`src/rtl/bac_pkg.sv`:
```
package bac_pkg;
  typedef logic [1:0] beat_t;
  typedef enum logic { ORD_LINEAR = 1'b0, ORD_XOR = 1'b1 } order_e;

  // low address bits for beat n of a burst starting at base
  function automatic beat_t beat_addr(beat_t base, beat_t n, order_e ord);
    beat_t r;
    if (ord == ORD_XOR) r = base ^ n;
    else                r = base + n;
    return r;
  endfunction
endpackage

```
`src/rtl/bac_ctrl.sv`:
```
module bac_ctrl (
  input  logic load_i,
  input  logic step_n_i,
  input  logic sleep_i,
  output logic do_load,
  output logic do_step
);
  // priority: sleep, then load, then advance
  always_comb begin
    do_load = load_i & ~sleep_i;
    do_step = ~step_n_i & ~load_i & ~sleep_i;
  end
endmodule

```
`src/rtl/bac_regs.sv`:
```
module bac_regs #(
  parameter int ADDR_W = 21,
  localparam int UP_W = ADDR_W - 2
) (
  input  logic              clk,
  input  logic              rst_n,
  input  logic              do_load,
  input  logic              do_step,
  input  logic [ADDR_W-1:0] addr_i,
  output logic [UP_W-1:0]   upper_q,
  output logic [1:0]        base_q,
  output logic [1:0]        beat_q
);
  always_ff @(posedge clk or negedge rst_n) begin
    if (!rst_n) begin
      upper_q <= '0;
      base_q  <= '0;
      beat_q  <= '0;
    end else if (do_load) begin
      upper_q <= addr_i[ADDR_W-1:2];
      base_q  <= addr_i[1:0];
      beat_q  <= '0;
    end else if (do_step) begin
      beat_q  <= beat_q + 2'd1;
    end
  end
endmodule

```
`src/rtl/bac_order_map.sv`:
```
module bac_order_map (
  input  logic [1:0] base_q,
  input  logic [1:0] beat_q,
  input  logic       order_sel_i,
  output logic [1:0] low_o
);
  import bac_pkg::*;
  order_e ord;
  always_comb begin
    ord   = order_e'(order_sel_i);
    low_o = beat_addr(base_q, beat_q, ord);
  end
endmodule

```
`src/rtl/burst_addr_gen.sv`:
```
module burst_addr_gen #(
  parameter int ADDR_W = 21
) (
  input  logic              clk,
  input  logic              rst_n,
  input  logic              load_i,
  input  logic              step_n_i,
  input  logic              order_sel_i,
  input  logic              sleep_i,
  input  logic [ADDR_W-1:0] addr_i,
  output logic [ADDR_W-1:0] addr_o
);
  localparam int UP_W = ADDR_W - 2;

  logic            do_load;
  logic            do_step;
  logic [UP_W-1:0] upper_q;
  logic [1:0]      base_q;
  logic [1:0]      beat_q;
  logic [1:0]      low_w;

  bac_ctrl i_ctrl (
    .load_i  (load_i),
    .step_n_i(step_n_i),
    .sleep_i (sleep_i),
    .do_load (do_load),
    .do_step (do_step)
  );

  bac_regs #(.ADDR_W(ADDR_W)) i_regs (
    .clk    (clk),
    .rst_n  (rst_n),
    .do_load(do_load),
    .do_step(do_step),
    .addr_i (addr_i),
    .upper_q(upper_q),
    .base_q (base_q),
    .beat_q (beat_q)
  );

  bac_order_map i_map (
    .base_q     (base_q),
    .beat_q     (beat_q),
    .order_sel_i(order_sel_i),
    .low_o      (low_w)
  );

  assign addr_o = {upper_q, low_w};
endmodule

```
`config.mk`:
```
export PLATFORM = sky130hd
export DESIGN_NAME = burst_addr_gen
export DESIGN_NICKNAME = d
export VERILOG_FILES = /design/src/rtl/bac_pkg.sv /design/src/rtl/bac_ctrl.sv /design/src/rtl/bac_regs.sv /design/src/rtl/bac_order_map.sv /design/src/rtl/burst_addr_gen.sv
export SDC_FILE = /design/constraint.sdc
export NUM_CORES = 1
export LEC_CHECK = 0
export BUFFER_PORTS_ARGS = -buffer_cell sky130_fd_sc_hd__buf_2
export CORE_MARGIN = 5
export CORE_UTILIZATION = 48
export DETAILED_ROUTE_END_ITERATION = 12
export PLACE_DENSITY = 0.93
export SETUP_SLACK_MARGIN = 0.1
export SYNTH_ARGS = -nofsm -noshare
export SYNTH_HDL_FRONTEND = slang
export SYNTH_SLANG_ARGS = --single-unit
```
`constraint.sdc`:
```
create_clock -name clk -period 1.55 [get_ports clk]
set_input_delay 0 -clock clk [delete_from_list [all_inputs] [get_ports clk]]
set_output_delay 0 -clock clk [all_outputs]
set_load 0.005 [all_outputs]
```
==> run metrics <==
status completed; ant diodes 0; complex-gate fraction of the synthesized area 0.0200; reg-to-reg endpoint i_regs.beat_q[0]$_DFFE_PN0P_; post-DR vias/cell 4.69; largest net degree at the start of global routing 24; Int Power 1050 uW; syn_nets 88; Worst R2R Path Depth 3; Resized cells post-CTS 0; CP max FO 6; HPWL Detailed 1.41 mm; most common cell after layout, fill and taps aside buf_2; Clock Sinks 23; Worst-Margin Slew between 0.4 and 0.5 ns; post-synthesis sequential area ratio 0.574; largest family of logic cells by synthesized area multiplexers; Worst Hold Class in -> reg; Setup CP Type reg -> out; Tcrit/Tclk final 0.865; number of remaining DRC errors 0; initial antenna violation count 0; Final Hold Fails 0; Std-Cell Rows 16; P_sw 358 uW; Max-slew headroom 0.670; Post-Synthesis Cells 60; Achievable Freq between 700 and 800 MHz; crit path DAT 1.34 ns; Mapped Area between 1000 and 1500 sq um; Flop pwr share 0.532; Setup crit end addr_o[1]; Placed Cells between 100 and 150; setup_tns 0 ns; Core Footprint 1980 sq um; Design Power between 1000 and 1500 uW; initial core utilization 0.506; fin cells 161; fillers 133; synth unique cells 14; reg2reg setup slack 0.54 ns; xor/xnor share of the synthesized area 0.0175; total of max-cap violations 0; Max Root-Sink Buffers 2; reg-to-reg startpoint i_regs.beat_q[0]$_DFFE_PN0P_; total CTS buffers 3; fin. max-slew vios 0; maximum VDD drop 0.592 mV; CTS clk-pin slew, worst paths 0.12 ns; most frequent cells in the layout buf_2, dlygate4sd3_1, dfrtp_1; crit path from i_regs.beat_q[0]$_DFFE_PN0P_; # port buffers between 40 and 50; Reg area 576 sq um; synthesis-to-finish area growth 51.9%; Synth Warn # 0; Via Count 755; RSZ-0062 raised after global routing no; CP Launch Type register; syn avg cell area 16.7 sq um; Seq cells post-synth 23; later-pin clock latency in the skew report 0.30 ns; Final GP Congestion 0.697; endpoint class of the critical path output port; 1st-iter DRT viols 12; 1st-pass router iterations 4; sw frac 0.254; DIE AREA between 3000 and 4000 sq um; drt wl/cell 14.8 microns; H-tree lvl count 1; root buf cell clkbuf_4; layout cells sized above 1 0.545; Die Y roughly 56 microns; Final setup viols 0; Die Wd between 50 and 60 microns; TritonCTS clock tree yes; clk_skew 0.0000689 ns; Synth Area in Simple Gates 0.0424; leakage power roughly 0.00076 uW; NumNets Final 163; post-synthesis mux area share 0.311; GRT overflow 0; share of total power in the clock network 0.189; CP required 1.55 ns; Routed Antenna Nets 0; pwr dens 925 nW/um^2; first-pass GRT wire length 3.92 mm; Adder-Cell Fraction of Synth Area 0.0125; # IOs 48; multi-input logic area around 400 sq um; Gate power share 0.278; Total GRT Usage 0.159; Tmin final between 1 and 1.5 ns; WL final 2.38 mm; vias in the first global route 853
==> cell type report <==
| class | count | area share |
|---|---|---|
| clock buffers | 4 | 0.0173 |
| repair buffers | 72 | 0.317 |
| flip-flops and latches | 23 | 0.378 |
| multi-input cells | 35 | 0.265 |
| well taps | 27 | 0.0222 |
==> timing repair <==
| item | CTS | global route |
|---|---|---|
| setup buffers | 0 | 0 |
| hold buffers | 24 | 0 |
| endpoints found under the hold margin | 46 | 0 |
==> cell usage after synthesis <==
cell	instances	share of area
nor4b_1	1	0.0087
nand2b_1	1	0.0062
buf_6	2	0.022
nor3_1	1	0.0050
mux2_2	1	0.011
mux2_4	20	0.30
nor2b_2	1	0.0087
nor2b_1	1	0.0062
ha_1	1	0.012
xnor2_1	2	0.017
o21ai_0	2	0.010
a21oi_1	2	0.010
nand2_1	2	0.0075
dfrtp_1	23	0.57
==> stage by stage <==
stage	area (sq um)	hold slack (ns)	setup WS [ns]	util
after global placement	1260	-0.0203	0.489	0.634
after detailed placement	1260	-0.0103	0.446	0.634
final	1520	0.0695	0.209	0.768
after global routing	1520	0.0919	0.127	0.768
after floorplan	1000	-0.296	0.635	-
after CTS	1520	0.0487	0.210	0.768
==> state kept, by name, summed over array words and instances (netlist names) <==
signal and cells:
i_regs.base_q 2, i_regs.upper_q 19, i_regs.beat_q 2
==> cells by family after synthesis <==
kind of cell,after synthesis
AOI/OAI and AO/OA,4
adders and majority gates,1
and+or+nand+nor,7
muxes,21
xor gates and xnor gates,2
DFF,23
buffers and inverters,2
==> power groups by stage <==
stage / combinational [uW] / sequential (uW) / clock, uW
floorplan: 185 / 760 / 0
global placement: 336 / 754 / 0
detailed placement: 347 / 756 / 0
CTS: 393 / 748 / 277
global route: 426 / 760 / 298
finish: 392 / 750 / 267
==> worst min path at each step <==
stage                                           to  cells after the start     start  slack [ns]
global route          i_regs.beat_q[0]$_DFFE_PN0P_                      3  step_n_i        0.09
CTS                   i_regs.beat_q[1]$_DFFE_PN0P_                      4  step_n_i        0.05
global placement    i_regs.upper_q[15]$_DFFE_PN0P_                      1     rst_n       -0.02
floorplan             i_regs.base_q[0]$_DFFE_PN0P_                      0     rst_n       -0.30
finish                i_regs.beat_q[1]$_DFFE_PN0P_                      4  step_n_i        0.07
detailed placement   i_regs.upper_q[3]$_DFFE_PN0P_                      1     rst_n       -0.01
==> critical path, cell delays in order, from the launching register on <==
cell     delay, ns
dfrtp_1       0.47
ha_1          0.20
nor2b_1       0.13
xnor2_1       0.12
buf_2         0.13
==> per-layer routing <==
metal	up-vias	wire, microns	track usage	part of all wire
li1	359	-	-	-
met1	348	1000	0.185	0.42
met2	42	1100	0.264	0.46
met3	6	215	0.0580	0.090
met4	0	65	0.0660	0.027
met5	-	0	0	0
Note: power is estimated with default switching activity, not from simulation.
